[config.mk]
export PLATFORM = sky130hd
export DESIGN_NAME = gc_chain_alloc
export DESIGN_NICKNAME = d
export VERILOG_FILES = /design/src/rtl/gc_pkg.sv /design/src/rtl/gc_cell_mem.sv /design/src/rtl/gc_ref_table.sv /design/src/rtl/gc_step.sv /design/src/rtl/gc_chain_alloc.sv
export SDC_FILE = /design/constraint.sdc
export NUM_CORES = 1
export LEC_CHECK = 0
export BUFFER_PORTS_ARGS = -buffer_cell sky130_fd_sc_hd__buf_2
export CAP_MARGIN = 20
export CORE_MARGIN = 3
export CORE_UTILIZATION = 61
export DETAILED_ROUTE_END_ITERATION = 8
export GPL_TIMING_DRIVEN = 0
export PLACE_DENSITY = 0.78
export SKIP_CTS_REPAIR_TIMING = 1
export SYNTH_ARGS = -nofsm -noshare
export SYNTH_HDL_FRONTEND = slang
export SYNTH_HIERARCHICAL = 1
export SYNTH_SLANG_ARGS = --single-unit
[constraint.sdc]
create_clock -name clk -period 6.8 [get_ports clk]
set_input_delay 0.68 -clock clk [delete_from_list [all_inputs] [get_ports clk]]
set_output_delay 0.68 -clock clk [all_outputs]
set_load 0.02 [all_outputs]
[src/rtl/gc_pkg.sv]
package gc_pkg;
  typedef struct packed {
    logic       occ;
    logic       conn;
    logic [1:0] dir;
    logic       data;
  } cell_t;

  localparam logic [1:0] DIR_UP    = 2'b00;
  localparam logic [1:0] DIR_RIGHT = 2'b01;
  localparam logic [1:0] DIR_DOWN  = 2'b10;
  localparam logic [1:0] DIR_LEFT  = 2'b11;

  typedef enum logic [1:0] {
    ST_IDLE  = 2'd0,
    ST_CHECK = 2'd1,
    ST_LINK  = 2'd2
  } state_t;
endpackage

[src/rtl/gc_cell_mem.sv]
module gc_cell_mem #(
  parameter int W  = 8,
  parameter int H  = 8,
  parameter int XW = $clog2(W),
  parameter int YW = $clog2(H)
) (
  input  logic              clk,
  input  logic              rst,
  input  logic              we,
  input  logic [XW-1:0]     wx,
  input  logic [YW-1:0]     wy,
  input  gc_pkg::cell_t     wdata,
  input  logic [XW-1:0]     ax,
  input  logic [YW-1:0]     ay,
  output gc_pkg::cell_t     adata,
  input  logic [XW-1:0]     rx,
  input  logic [YW-1:0]     ry,
  output gc_pkg::cell_t     rdata
);
  localparam int DEPTH = W * H;
  localparam int AW    = $clog2(DEPTH);

  gc_pkg::cell_t mem [DEPTH];

  function automatic logic [AW-1:0] idx(input logic [XW-1:0] x, input logic [YW-1:0] y);
    return AW'(y) * AW'(W) + AW'(x);
  endfunction

  always_ff @(posedge clk) begin
    if (rst) begin
      for (int i = 0; i < DEPTH; i++) mem[i] <= '0;
    end else if (we) begin
      mem[idx(wx, wy)] <= wdata;
    end
  end

  assign adata = mem[idx(ax, ay)];

  always_ff @(posedge clk) begin
    if (rst) rdata <= '0;
    else     rdata <= mem[idx(rx, ry)];
  end
endmodule

[src/rtl/gc_ref_table.sv]
module gc_ref_table #(
  parameter int FIELDS = 4,
  parameter int FW     = $clog2(FIELDS),
  parameter int XW     = 3,
  parameter int YW     = 3
) (
  input  logic          clk,
  input  logic          rst,
  input  logic          we,
  input  logic [FW-1:0] wf,
  input  logic [XW-1:0] w_tx,
  input  logic [YW-1:0] w_ty,
  input  logic [XW-1:0] w_hx,
  input  logic [YW-1:0] w_hy,
  input  logic [FW-1:0] rf,
  output logic [XW-1:0] r_tx,
  output logic [YW-1:0] r_ty,
  output logic [XW-1:0] r_hx,
  output logic [YW-1:0] r_hy
);
  logic [XW-1:0] tx_m [FIELDS];
  logic [YW-1:0] ty_m [FIELDS];
  logic [XW-1:0] hx_m [FIELDS];
  logic [YW-1:0] hy_m [FIELDS];

  always_ff @(posedge clk) begin
    if (rst) begin
      for (int i = 0; i < FIELDS; i++) begin
        tx_m[i] <= '0; ty_m[i] <= '0; hx_m[i] <= '0; hy_m[i] <= '0;
      end
    end else if (we) begin
      tx_m[wf] <= w_tx; ty_m[wf] <= w_ty;
      hx_m[wf] <= w_hx; hy_m[wf] <= w_hy;
    end
  end

  assign r_tx = tx_m[rf];
  assign r_ty = ty_m[rf];
  assign r_hx = hx_m[rf];
  assign r_hy = hy_m[rf];
endmodule

[src/rtl/gc_step.sv]
module gc_step #(
  parameter int W  = 8,
  parameter int H  = 8,
  parameter int XW = $clog2(W),
  parameter int YW = $clog2(H)
) (
  input  logic [XW-1:0] x,
  input  logic [YW-1:0] y,
  input  logic [1:0]    dir,
  output logic [XW-1:0] nx,
  output logic [YW-1:0] ny,
  output logic          wall
);
  always_comb begin
    nx   = x;
    ny   = y;
    wall = 1'b0;
    case (dir)
      gc_pkg::DIR_UP:    if (y == '0) wall = 1'b1; else ny = y - 1'b1;
      gc_pkg::DIR_RIGHT: if (x == XW'(W - 1)) wall = 1'b1; else nx = x + 1'b1;
      gc_pkg::DIR_DOWN:  if (y == YW'(H - 1)) wall = 1'b1; else ny = y + 1'b1;
      default:           if (x == '0) wall = 1'b1; else nx = x - 1'b1;
    endcase
  end
endmodule

[src/rtl/gc_chain_alloc.sv]
module gc_chain_alloc #(
  parameter int GRID_W = 8,
  parameter int GRID_H = 8,
  parameter int FIELDS = 4,
  parameter int XW     = $clog2(GRID_W),
  parameter int YW     = $clog2(GRID_H),
  parameter int FW     = $clog2(FIELDS)
) (
  input  logic          clk,
  input  logic          rst,
  input  logic          cmd_valid,
  input  logic          cmd_op,
  input  logic [FW-1:0] cmd_field,
  input  logic [XW-1:0] cmd_x,
  input  logic [YW-1:0] cmd_y,
  input  logic [1:0]    cmd_dir,
  input  logic          cmd_bit,
  output logic          busy,
  output logic          crash_valid,
  output logic [FW-1:0] crash_field,
  output logic [XW-1:0] crash_tail_x,
  output logic [YW-1:0] crash_tail_y,
  output logic [XW-1:0] crash_head_x,
  output logic [YW-1:0] crash_head_y,
  input  logic          crash_ack,
  input  logic [XW-1:0] rd_x,
  input  logic [YW-1:0] rd_y,
  output logic [4:0]    rd_cell
);
  import gc_pkg::*;

  state_t        state;
  logic          op_q, bit_q;
  logic [FW-1:0] fld_q;
  logic [XW-1:0] sx_q, hx_q, nx_q;
  logic [YW-1:0] sy_q, hy_q, ny_q;
  logic [1:0]    dir_q;

  logic [XW-1:0] t_tx, t_hx, st_nx, ax;
  logic [YW-1:0] t_ty, t_hy, st_ny, ay;
  logic          st_wall, fail;
  cell_t         probe, rd_q;

  logic          cell_we, tbl_we;
  logic [XW-1:0] cell_wx, tbl_tx, tbl_hx;
  logic [YW-1:0] cell_wy, tbl_ty, tbl_hy;
  cell_t         cell_wd;

  gc_ref_table #(.FIELDS(FIELDS), .FW(FW), .XW(XW), .YW(YW)) u_tbl (
    .clk(clk), .rst(rst), .we(tbl_we), .wf(fld_q),
    .w_tx(tbl_tx), .w_ty(tbl_ty), .w_hx(tbl_hx), .w_hy(tbl_hy),
    .rf(fld_q), .r_tx(t_tx), .r_ty(t_ty), .r_hx(t_hx), .r_hy(t_hy)
  );

  gc_step #(.W(GRID_W), .H(GRID_H), .XW(XW), .YW(YW)) u_step (
    .x(t_hx), .y(t_hy), .dir(dir_q), .nx(st_nx), .ny(st_ny), .wall(st_wall)
  );

  gc_cell_mem #(.W(GRID_W), .H(GRID_H), .XW(XW), .YW(YW)) u_mem (
    .clk(clk), .rst(rst), .we(cell_we), .wx(cell_wx), .wy(cell_wy), .wdata(cell_wd),
    .ax(ax), .ay(ay), .adata(probe), .rx(rd_x), .ry(rd_y), .rdata(rd_q)
  );

  assign rd_cell = rd_q;

  // probe address: start cell for create, step target for append, old head when linking
  always_comb begin
    if (state == ST_LINK) begin
      ax = hx_q; ay = hy_q;
    end else if (!op_q) begin
      ax = sx_q; ay = sy_q;
    end else begin
      ax = st_nx; ay = st_ny;
    end
  end

  assign fail = op_q ? (st_wall || probe.occ) : probe.occ;

  always_comb begin
    cell_we = 1'b0; cell_wx = ax; cell_wy = ay;
    cell_wd = '{occ: 1'b1, conn: 1'b0, dir: DIR_UP, data: bit_q};
    tbl_we  = 1'b0;
    tbl_tx  = t_tx; tbl_ty = t_ty; tbl_hx = t_hx; tbl_hy = t_hy;
    case (state)
      ST_CHECK: begin
        if (!fail) begin
          cell_we = 1'b1;
          if (!op_q) begin
            tbl_we = 1'b1;
            tbl_tx = sx_q; tbl_ty = sy_q; tbl_hx = sx_q; tbl_hy = sy_q;
          end
        end
      end
      ST_LINK: begin
        cell_we = 1'b1;
        cell_wd = '{occ: 1'b1, conn: 1'b1, dir: dir_q, data: probe.data};
        tbl_we  = 1'b1;
        tbl_hx  = nx_q; tbl_hy = ny_q;
      end
      default: ;
    endcase
  end

  always_ff @(posedge clk) begin
    if (rst) begin
      state <= ST_IDLE; busy <= 1'b0; crash_valid <= 1'b0;
      crash_field <= '0; crash_tail_x <= '0; crash_tail_y <= '0;
      crash_head_x <= '0; crash_head_y <= '0;
      op_q <= 1'b0; bit_q <= 1'b0; fld_q <= '0; dir_q <= '0;
      sx_q <= '0; sy_q <= '0; hx_q <= '0; hy_q <= '0; nx_q <= '0; ny_q <= '0;
    end else begin
      case (state)
        ST_IDLE: begin
          if (crash_valid) begin
            if (crash_ack) begin
              crash_valid <= 1'b0;
              busy        <= 1'b0;
            end
          end else if (cmd_valid && !busy) begin
            op_q <= cmd_op; fld_q <= cmd_field; sx_q <= cmd_x; sy_q <= cmd_y;
            dir_q <= cmd_dir; bit_q <= cmd_bit;
            busy  <= 1'b1;
            state <= ST_CHECK;
          end
        end
        ST_CHECK: begin
          if (fail) begin
            crash_valid <= 1'b1;
            crash_field <= fld_q;
            crash_tail_x <= op_q ? t_tx : sx_q;
            crash_tail_y <= op_q ? t_ty : sy_q;
            crash_head_x <= op_q ? t_hx : sx_q;
            crash_head_y <= op_q ? t_hy : sy_q;
            state <= ST_IDLE;
          end else if (!op_q) begin
            busy  <= 1'b0;
            state <= ST_IDLE;
          end else begin
            hx_q <= t_hx; hy_q <= t_hy; nx_q <= st_nx; ny_q <= st_ny;
            state <= ST_LINK;
          end
        end
        default: begin
          busy  <= 1'b0;
          state <= ST_IDLE;
        end
      endcase
    end
  end
endmodule

# --- Word level (Yosys, flattened, before mapping) ---
# Memory sizes are Yosys's and may differ from the RTL's. A register that Yosys moved wholly into a read port is not among the register bits.
# Index checks and enable logic that the tools add are counted.
totals:
  output_inout_bits: 21
  word_cells: 144
  memories: 5
  input_bits: 22
  regBits: 42
  mem_bits_rw: 368
mem_list:
  columns: ["name", "words", "word_bits", "read_ports", "rd_clocked_by_memory_dff", "write_ports", "line", "rtl"]
  rows:
  - ["u_mem.mem", 64, 5, 2, 1, 64, "gc_cell_mem.sv:23", "gc_pkg::cell_t mem [DEPTH];"]
  - ["u_tbl.hx_m", 4, 3, 1, 1, 4, "gc_ref_table.sv:23", "logic [XW-1:0] hx_m [FIELDS];"]
  - ["u_tbl.hy_m", 4, 3, 1, 1, 4, "gc_ref_table.sv:24", "logic [YW-1:0] hy_m [FIELDS];"]
  - ["u_tbl.tx_m", 4, 3, 1, 1, 4, "gc_ref_table.sv:21", "logic [XW-1:0] tx_m [FIELDS];"]
  - ["u_tbl.ty_m", 4, 3, 1, 1, 4, "gc_ref_table.sv:22", "logic [YW-1:0] ty_m [FIELDS];"]
op_classes:
  n_reduce_logical: 20
  n_addsub: 6
  n_bitwise: 2
  n_mux: 80
  eq_ne: 13
op_table:
  columns: ["op", "n"]
  rows:
  - ["$mux W3", 22]
  - ["$mux W2", 16]
  - ["$mux W1", 29]
  - ["$pmux W3 S2", 4]
  - ["$add A6 B3 Y6", 2]
  - ["$reduce_or A3 Y1", 4]
  - ["$ne A2 B2 Y1 const B", 5]
  - ["$pmux W1 S2", 4]
  - ["$add A3 B1 Y3 const B", 2]
  - ["$eq A3 B3 Y1 const B", 2]
  - ["$logic_not A3 Y1", 2]
  - ["$mux W6", 1]
  - ["$ne A3 B3 Y1 const B", 2]
  - ["$reduce_and A2 Y1", 3]
  - ["$reduce_and A3 Y1", 2]
  - ["$sub A3 B1 Y3 const B", 2]
  - ["$mux W5", 1]
  - ["$reduce_or A5 Y1", 1]
  - ["$eq A2 B1 Y1 const B", 2]
  - ["$eq A2 B2 Y1 const B", 2]
  - ["$logic_not A2 Y1", 2]
  - ["$mux W4", 1]
  - ["$pmux W2 S2", 1]
  - ["$reduce_and A4 Y1", 1]
  - ["7 further kinds", 8]

# --- Logic depth before layout (Yosys ltp) ---
# Gate-level depths: netlist of the first run.
# An unclocked memory read counts as a cell.
depth:
  depth_word: 16
  mapped_depth: 25
  ltp_nobuf: 20

# --- Cells and area by module ---
# The synthesis of the first run kept the hierarchy.
modules_own_cells:
  columns: ["mod", "seq_area_each_um2", "cells_each", "area_each_um2", "n_inst"]
  rows:
  - ["gc_cell_mem", 9709.3, 1246, 17830.9, 1]
  - ["gc_chain_alloc", 840.8, 270, 2153.3, 1]
  - ["gc_ref_table", 1441.4, 124, 2139.6, 1]
  - ["gc_step", 0.0, 47, 377.9, 1]

# --- Least setup slack after synthesis of the first run ---
# Ideal clock, no wire load.
synth_path:
  path_type: "register -> register"
  startpoint: "register, netlist name fld_q[0]"
  endpoint: "memory u_mem/mem[0][0] in the netlist's numbering (enable)"
  arrival_time_ns: 5.829
  required_ns: 6.489
  period_less_slack_ns: 6.139
  setup_time_ns: 0.311
  stages_incl_launch_ff: 24
  n_path_buf: 5
  setup_slack_ns: 0.661
  cell_sequence: "dfxtp_1 buf_6 mux4_2 inv_1 ha_1 nor2b_1 o22ai_2 xnor2_1 a21oi_1 o21ai_0 buf_2 buf_4 buf_2 mux4_2 a22oi_1 nand3_1 a22o_1 nand2b_1 buf_2 nor2_1 o21a_1 or3b_2 nor3_1 a21o_1"
synth_lines:
  columns: ["element", "line"]
  rows:
  - ["end: declaration", "gc_cell_mem.sv:23"]

==> results of run 1 <==
-- cell type report --
class / instances / area [um^2] / share of cell area [%]
Clock buffer: 63 / 1280 / 5.39
Clock inverter: 17 / 163 / 0.683
Sequential cell: 415 / 12000 / 50.4
Tap cell: 448 / 561 / 2.35
Multi-Input combinational cell: 1029 / 8780 / 36.8
Buffer: 139 / 673 / 2.83
Inverter: 9 / 33.8 / 0.142
Timing Repair Buffer: 53 / 338 / 1.42
-- critical path: cells and delay by family (launching register included) --
family,cells,cell delay [ps]
buf+inv,8,1660
simple gates,8,1490
compound gates,6,1270
mux,2,1160
flops,1,460
fa+ha+maj,1,200
xor+xnor,1,180
-- registers in the layout, indices dropped and copies added, names as in the netlist, 5 cells and up --
signal       count
u_tbl/ty_m      12
u_tbl/tx_m      12
u_tbl/hy_m      12
u_tbl/hx_m      12
u_mem/mem      320
u_mem/rdata      5
-- power breakdown --
part           total (mW)  switching, mW  internal, mW
clock network        2.40          0.974          1.42
logic                1.07          0.676         0.398
registers            2.94         0.0624          2.87
total                6.41           1.71          4.70
-- worst min path at each step --
stage | start | end | slack (ps) | cells after the start
global route | cmd_x[2] | sx_q[2]$_SDFFE_PP0P_ | 370 | 3
CTS | cmd_x[0] | sx_q[0]$_SDFFE_PP0P_ | 360 | 3
detailed placement | hy_q[2]$_SDFFE_PP0P_ | hy_q[2]$_SDFFE_PP0P_ | 450 | 2
global placement | hx_q[2]$_SDFFE_PP0P_ | hx_q[2]$_SDFFE_PP0P_ | 440 | 2
finish | cmd_x[2] | sx_q[2]$_SDFFE_PP0P_ | 370 | 3
floorplan | bit_q$_SDFFE_PP0P_ | bit_q$_SDFFE_PP0P_ | 430 | 2
-- layer usage --
layer	wire (um)	share of wire, %
met5	0	0
met4	3100	5.1
met1	21600	35
met3	8320	14
met2	27900	46
-- per-stage QoR --
stage	total power, mW	cells	cell area [um^2]	TNS [ps]	worst slack [ps]
2_1_floorplan	3.64	1592	21100	0	863
5_1_grt	6.60	2173	23800	-11510	-143
6_report	6.41	2173	23800	0	58.6
4_1_cts	6.34	2159	23300	-500860	-1290
3_5_place_dp	3.97	2079	21900	-447850	-1220
3_3_place_gp	3.94	2079	21900	-350880	-1040
-- placed cells by master, fill, tap and decap left out, drive strengths merged, types with 23 or more instances in the layout --
cell and instances:
a21oi 70, and2 335, and3 40, buf 106, clkbuf 149, dfxtp 47
edfxtp 368, mux4 124, nand2 88, nor2 76, nor2b 23, or2 57
==> impl_metrics.tcl, run 1 <==
set metrics [dict create \
    drcViolationCount 0 \
    r2r_slack_ps 60 \
    coreArea_um2 33800 \
    hp-class "in -> reg" \
    fillers 2251 \
    vias 14600 \
    syn_inst 1592 \
    timing.rr.start "fld_q[0]$_SDFFE_PP0P_" \
    wl_um 60800 \
    antenna_left 0 \
    cp_max_fo 11 \
    critPathLaunchType "flip-flop" \
    via_per_inst 6.73 \
    insertion_delay_ps 550 \
    top_usage_layer "met2" \
    start_util_pct 62.5 \
    die_y_um 192 \
    syn2layout_area_growth_pct 12.8 \
    layout.nets 1722 \
    wl_per_cell_um 28.0 \
    syn-num-nets 1623 \
    worst_pin_slew_ps 1140 \
    cts_sinks 415 \
    reg2reg_depth 26 \
    clockRootBuffer "clkbuf_16" \
    die_x_um 192 \
    numCtsBuffers 44 \
    cp-endpoint "u_mem/mem[54][1]$_SDFFCE_PN0P_" \
    cts_tree "yes" \
    end_kind "flip-flop" \
    use_met2_pct 51.3 \
    vdd_drop_max_uv 207 \
    dr.pass1.iters 8 \
    gp_congestion 1.02 \
    timing.slew.headroom_pct 23.7 \
    grt_pass1_vias 14300 \
    antenna_found_initial 0 \
    cpMaxStageDelayCell "mux4_2" \
    synth_area_per_cell_um2 13.3 \
    insertedDiodeCount 0 \
    fmax_mhz 148 \
    power_per_cell_area_nw_per_um2 269 \
    whs_ps 375 \
    grt_max_degree 18 \
    rows 67 \
    cp_slowest_stage_delay_ps 600 \
    post-route-period-util_pct 99.1 \
    hold_viol_final 0 \
    yosys_warnings 6 \
    skew_ps 13.0 \
    design.die.area_um2 36900 \
    use_met1_pct 44.9 \
    drv_slew 0 \
    synth_area_um2 21100 \
    post-route-util_pct 70.5 \
    ioPinCount 43 \
    layout-drive-gt1-share_pct 25.2 \
    clk_path_buf_depth 3 \
    crit_start "fld_q[0]$_SDFFE_PP0P_" \
    setup_viol 0 \
    drv_cap 0 \
    arrival_ps 7000 \
    critical_path_class "reg -> reg" \
    port_buffers 39 \
    gr-usage-met3_pct 8.65 \
    crit_required_ps 7060 \
    htreeDepth 2 \
    rr_endpoint "u_mem/mem[54][1]$_SDFFCE_PN0P_" \
    track_usage_pct 33.2 \
    grt.overflow.total 0 \
    grt_pass1_wl_um 89100 \
    post-route-min-period_ps 6740 \
    p_leak_nw 8.73 \
    outcome "finished clean" \
    drt_iter0_drc 2256 \
    dpl.hpwl_um 42400 \
    path_clk_slew_ps 60 \
]
(Power assumes the default switching activity.)
==> inputs of run 2 (changes only) <==
--- a/config.mk
+++ b/config.mk
@@ -7,11 +7,10 @@
 export LEC_CHECK = 0
 export BUFFER_PORTS_ARGS = -buffer_cell sky130_fd_sc_hd__buf_2
 export CAP_MARGIN = 20
-export CORE_MARGIN = 3
-export CORE_UTILIZATION = 61
+export CORE_UTILIZATION = 45
 export DETAILED_ROUTE_END_ITERATION = 8
 export GPL_TIMING_DRIVEN = 0
-export PLACE_DENSITY = 0.78
+export PLACE_DENSITY = 0.6
 export SKIP_CTS_REPAIR_TIMING = 1
 export SYNTH_ARGS = -nofsm -noshare
 export SYNTH_HDL_FRONTEND = slang
==> impl_metrics.tcl, run 2 (synthesized netlist as in run 1, its figures left out) <==
set metrics [dict create \
    layout.cells.non_filler 2341 \
    start_util_pct 45.5 \
    final.setup.tns_ps 0 \
    hold_depth 3 \
    insertion_delay_ps 590 \
    grt.overflow.total 0 \
    grt_max_degree 18 \
    place_inst 2240 \
    rows 79 \
    coreArea_um2 46500 \
    insertedDiodeCount 0 \
    skew_ps 28.4 \
    timing.slew.headroom_pct 24.2 \
    largest-register "u_mem/mem" \
    via_per_inst 6.05 \
    setup_viol 0 \
    syn2layout_area_growth_pct 15.6 \
    cp_max_fo 11 \
    ioPinCount 43 \
    antenna_found_initial 1 \
    power_per_cell_area_nw_per_um2 271 \
    hold_viol_final 0 \
    timing.rr.start "fld_q[0]$_SDFFE_PP0P_" \
    fillers 3958 \
    crit_required_ps 7080 \
    grt_pass1_vias 13800 \
    antenna_left 0 \
    total_power_mw 6.61 \
    track_usage_pct 26.9 \
    port_buffers 39 \
    critPathLaunchType "flip-flop" \
    drv_cap 0 \
    rr_endpoint "u_mem/mem[30][2]$_SDFFCE_PN0P_" \
    worst_pin_slew_ps 1140 \
    hp-class "in -> reg" \
    end_kind "flip-flop" \
    cts_tree "yes" \
    wl_per_cell_um 27.1 \
    design.die.area_um2 47800 \
    die_y_um 219 \
    path_clk_slew_ps 60 \
    vdd_drop_max_uv 234 \
    clockRootBuffer "clkbuf_16" \
    dpl-instance-area_um2 22100 \
    cp-endpoint "u_mem/mem[30][2]$_SDFFCE_PN0P_" \
    dpl.hpwl_um 45200 \
    r2r_slack_ps 170 \
    post-route-min-period_ps 6630 \
    numCtsBuffers 46 \
    post-route-period-util_pct 97.5 \
    gp_congestion 0.965 \
    grt_pass1_wl_um 91900 \
    vias 14200 \
    whs_ps 325 \
    drcViolationCount 0 \
    wl_um 63400 \
    layout.nets 1727 \
    htreeDepth 2 \
    p_leak_nw 8.75 \
    outcome "finished clean" \
    drt_iter0_drc 1553 \
    layout_commonest_cell "edfxtp_1" \
    crit_start "fld_q[0]$_SDFFE_PP0P_" \
    critical_path_class "reg -> reg" \
    min_from "cmd_x[1]" \
    die_x_um 219 \
    dr.pass1.iters 5 \
    arrival_ps 6910 \
    finish.instance_area_um2 24400 \
    largest_register_ffs 320 \
    cts_sinks 415 \
    layout-drive-gt1-share_pct 25.8 \
    fmax_mhz 151 \
    reg2reg_depth 24 \
    drv_slew 0 \
    clk_path_buf_depth 3 \
    layout_common_cells "368 x edfxtp_1, 335 x and2_1, 118 x mux4_2, 100 x clkbuf_1, 81 x nand2_1" \
]
[run 2: cell types whose count changed in the layout (fill, tap and decap cells not counted), sizes merged]
cell / before / now
buf: 106 / 107
bufinv: 3 / 5
clkbuf: 149 / 158
clkinvlp: 2 / 0
inv: 10 / 9
[run 2: critical path, cell delays in order, from the launching register on]
cell and delay, ps:
dfxtp_4 440, buf_8 190, mux4_2 640, ha_1 280, a21bo_1 230, o21a_1 190, a2bb2oi_2 160, a21oi_1 110
o21ai_2 340, buf_2 360, clkbuf_1 380, mux4_2 390, o22ai_1 290, nor3_1 100, a22o_2 340, nand2b_1 170
buf_2 190, nor2_1 170, o21a_2 180, nor3b_4 230, buf_4 160, nand3_4 90, buf_4 250, nor2_4 160
or2_2 220
[run 2: layout make-up]
class | count | area [um^2] | share of cell area, %
Clock buffer | 70 | 1360 | 5.55
Buffer | 139 | 672 | 2.75
Timing Repair Buffer | 56 | 363 | 1.49
Clock inverter | 16 | 211 | 0.866
Sequential cell | 415 | 12000 | 49.1
Inverter | 9 | 33.8 | 0.138
Multi-Input combinational cell | 1029 | 9030 | 37.0
Tap cell | 607 | 759 | 3.11
[run 2: worst min path at each step]
stage / slack (ps) / to
after floorplan: 430 / bit_q$_SDFFE_PP0P_
after global placement: 440 / hx_q[0]$_SDFFE_PP0P_
after detailed placement: 460 / hy_q[0]$_SDFFE_PP0P_
after CTS: 300 / sx_q[1]$_SDFFE_PP0P_
after global routing: 330 / fld_q[0]$_SDFFE_PP0P_
final: 320 / sx_q[1]$_SDFFE_PP0P_
[run 2: per-layer routing]
| metal | vias up | GRT usage (%) | part of all wire [%] |
|---|---|---|---|
| met5 | - | 0 | 0 |
| met2 | 663 | 41.1 | 45 |
| met3 | 137 | 4.62 | 8.4 |
| met4 | 0 | 10.2 | 3.6 |
| met1 | 7231 | 38.2 | 43 |
| li1 | 6125 | - | - |
[run 2: through the flow]
step | worst slack [ps] | util [%]
6_report | 171 | 52.6
4_1_cts | -1510 | 50.9
3_5_place_dp | -1460 | 47.6
5_1_grt | -44.1 | 52.6
3_3_place_gp | -1340 | 47.5
2_1_floorplan | 863 | -
[run 2: report_power, final]
group          total (mW)  internal [mW]  leakage, nW  switching, mW
clock network        2.59           1.56        0.770           1.03
registers            2.93           2.87         4.18         0.0606
logic                1.08          0.396         3.79          0.685
total                6.61           4.83         8.75           1.77
==> inputs of run 3 (changes only) <==
--- a/config.mk
+++ b/config.mk
@@ -5,10 +5,11 @@
 export SDC_FILE = /design/constraint.sdc
 export NUM_CORES = 1
 export LEC_CHECK = 0
-export BUFFER_PORTS_ARGS = -buffer_cell sky130_fd_sc_hd__buf_2
-export CAP_MARGIN = 20
+export ABC_AREA = 1
+export CAP_MARGIN = 15
 export CORE_UTILIZATION = 45
 export DETAILED_ROUTE_END_ITERATION = 8
+export DONT_BUFFER_PORTS = 1
 export GPL_TIMING_DRIVEN = 0
 export PLACE_DENSITY = 0.6
 export SKIP_CTS_REPAIR_TIMING = 1
==> impl_metrics.tcl, run 3 <==
set metrics [dict create \
    swShare_pct 45.8 \
    cts_tree "yes" \
    layout.nets 2675 \
    grt_pass1_wl_um 122000 \
    wl_um 86700 \
    p_int_mw 5.40 \
    layout.cells.non_filler 3289 \
    clk_path_buf_depth 3 \
    setup_viol 0 \
    ioPinCount 43 \
    port_buffers 0 \
    track_usage_pct 36.1 \
    path_clk_slew_ps 60 \
    synth_area_per_cell_um2 8.27 \
    r2r_slack_ps 240 \
    cp-endpoint "u_mem/mem[7][2]$_SDFFCE_PN0P_" \
    drv_slew 0 \
    vias 19400 \
    crit_required_ps 7070 \
    cts_sinks 415 \
    die_x_um 220 \
    end_kind "flip-flop" \
    crit_start "fld_q[0]$_SDFFE_PP0P_" \
    fmax_mhz 152 \
    cp_max_fo 10 \
    cpMaxStageDelayCell "dfxtp_2" \
    antenna_left 0 \
    design.die.area_um2 48200 \
    post-route-period-util_pct 96.5 \
    total_power_mw 9.96 \
    drcViolationCount 8 \
    seqCellArea_um2 12000 \
    dpl.hpwl_um 63400 \
    largest_register_ffs 320 \
    final.setup.tns_ps 0 \
    drv_cap 0 \
    wl_per_cell_um 26.4 \
    violations "DRC" \
    clockRootBuffer "clkbuf_16" \
    reg2reg_depth 36 \
    yosys_warnings 6 \
    place_inst 3183 \
    multiInputGateArea_um2 8010 \
    syn2layout_area_growth_pct 11.8 \
    hp-class "in -> reg" \
    cp_slowest_stage_delay_ps 440 \
    antenna_found_initial 0 \
    grt.overflow.total 0 \
    power.switching_mw 4.56 \
    syn_inst 2573 \
    dr.pass1.iters 9 \
    fillers 4529 \
    hold_depth 1 \
    critical_path_class "reg -> reg" \
    insertion_delay_ps 600 \
    outcome "complete, but fails checks" \
    combPwrFrac_pct 44.4 \
    syn-num-nets 2604 \
    largest-register "u_mem/mem" \
    pwr-share-seq_pct 30.9 \
    grt_pass1_vias 17800 \
    via_per_inst 5.90 \
    rsz0062_at_grt "false" \
    crit_path_frequent_cell "nand2_1" \
    rows 79 \
    vdd_drop_max_uv 319 \
    layout-drive-gt1-share_pct 7.72 \
    layout_common_cells "799 x nand2_1, 441 x nor2_1, 392 x nand3_1, 368 x edfxtp_1, 158 x clkbuf_1" \
    timing.rr.start "fld_q[0]$_SDFFE_PP0P_" \
    start_util_pct 45.6 \
    post-route-min-period_ps 6560 \
    worst_pin_slew_ps 1340 \
    rr_endpoint "u_mem/mem[7][2]$_SDFFCE_PN0P_" \
    power_per_cell_area_nw_per_um2 418 \
    numCtsBuffers 47 \
    timing.slew.headroom_pct 10.3 \
    p_leak_nw 9.31 \
    synth_area_um2 21300 \
    die_y_um 220 \
    pwr-share-clk_pct 24.7 \
    hold_viol_final 0 \
    arrival_ps 6830 \
    layout_commonest_cell "nand2_1" \
    coreArea_um2 46700 \
    htreeDepth 2 \
    drt_iter0_drc 2789 \
    gp_congestion 1.15 \
    skew_ps 25.5 \
    grt_max_degree 14 \
    critPathLaunchType "flip-flop" \
]
[run 3: worst min-delay path by stage]
| stage | slack (ps) | start | to |
|---|---|---|---|
| finish | 160 | rst | u_mem/rdata[2]$_SDFF_PP0_ |
| floorplan | 440 | hx_q[2]$_SDFFE_PP0P_ | hx_q[2]$_SDFFE_PP0P_ |
| global route | 160 | rst | u_mem/rdata[2]$_SDFF_PP0_ |
| CTS | 150 | rst | u_mem/rdata[2]$_SDFF_PP0_ |
| global placement | 450 | hy_q[2]$_SDFFE_PP0P_ | hy_q[2]$_SDFFE_PP0P_ |
| detailed placement | 460 | nx_q[2]$_SDFFE_PP0P_ | nx_q[2]$_SDFFE_PP0P_ |
[run 3: layout make-up]
type                    count  area share (%)
plain buffers             197            3.52
clock buffers              65            5.61
well taps                 607            3.19
diodes                      2          0.0210
inverters                 139            2.19
clock inverters            20           0.604
multi-input cells        1822            33.6
flip-flops and latches    415            50.4
repair buffers             22           0.878
[run 3: power groups by stage]
stage / combinational (mW) / sequential [mW] / clock (mW)
6_report: 4.42 / 3.08 / 2.46
5_1_grt: 4.59 / 3.09 / 2.57
4_1_cts: 4.11 / 3.07 / 2.48
3_5_place_dp: 4.09 / 3.13 / 0
3_3_place_gp: 4.06 / 3.12 / 0
2_1_floorplan: 2.60 / 3.07 / 0
[run 3: stage by stage]
| step | hold slack, ps | instance area (um^2) | worst slack, ps | util [%] |
|---|---|---|---|---|
| floorplan | 444 | 21300 | 1270 | - |
| global placement | 454 | 22000 | -1430 | 47.3 |
| detailed placement | 457 | 22100 | -1550 | 47.3 |
| CTS | 153 | 23600 | -1600 | 50.5 |
| global route | 164 | 23800 | 23.3 | 51.0 |
| finish | 164 | 23800 | 240 | 51.0 |
[run 3: per-layer routing]
layer | GRT usage [%] | vias to the layer above | routed length, um
met5 | 0 | - | 0
met4 | 20.1 | 0 | 5610
met1 | 47.3 | 9136 | 32500
met2 | 54.6 | 1387 | 37300
met3 | 9.16 | 329 | 11300
li1 | - | 8567 | -
[run 3: worst max-delay path, delay by kind of cell (launching register included)]
family	cells	cell delay (ps)
and+or+nand+nor	22	2980
buffers and inverters	11	2080
DFF	1	440
AOI/OAI and AO/OA	2	440
adders and majority gates	1	240
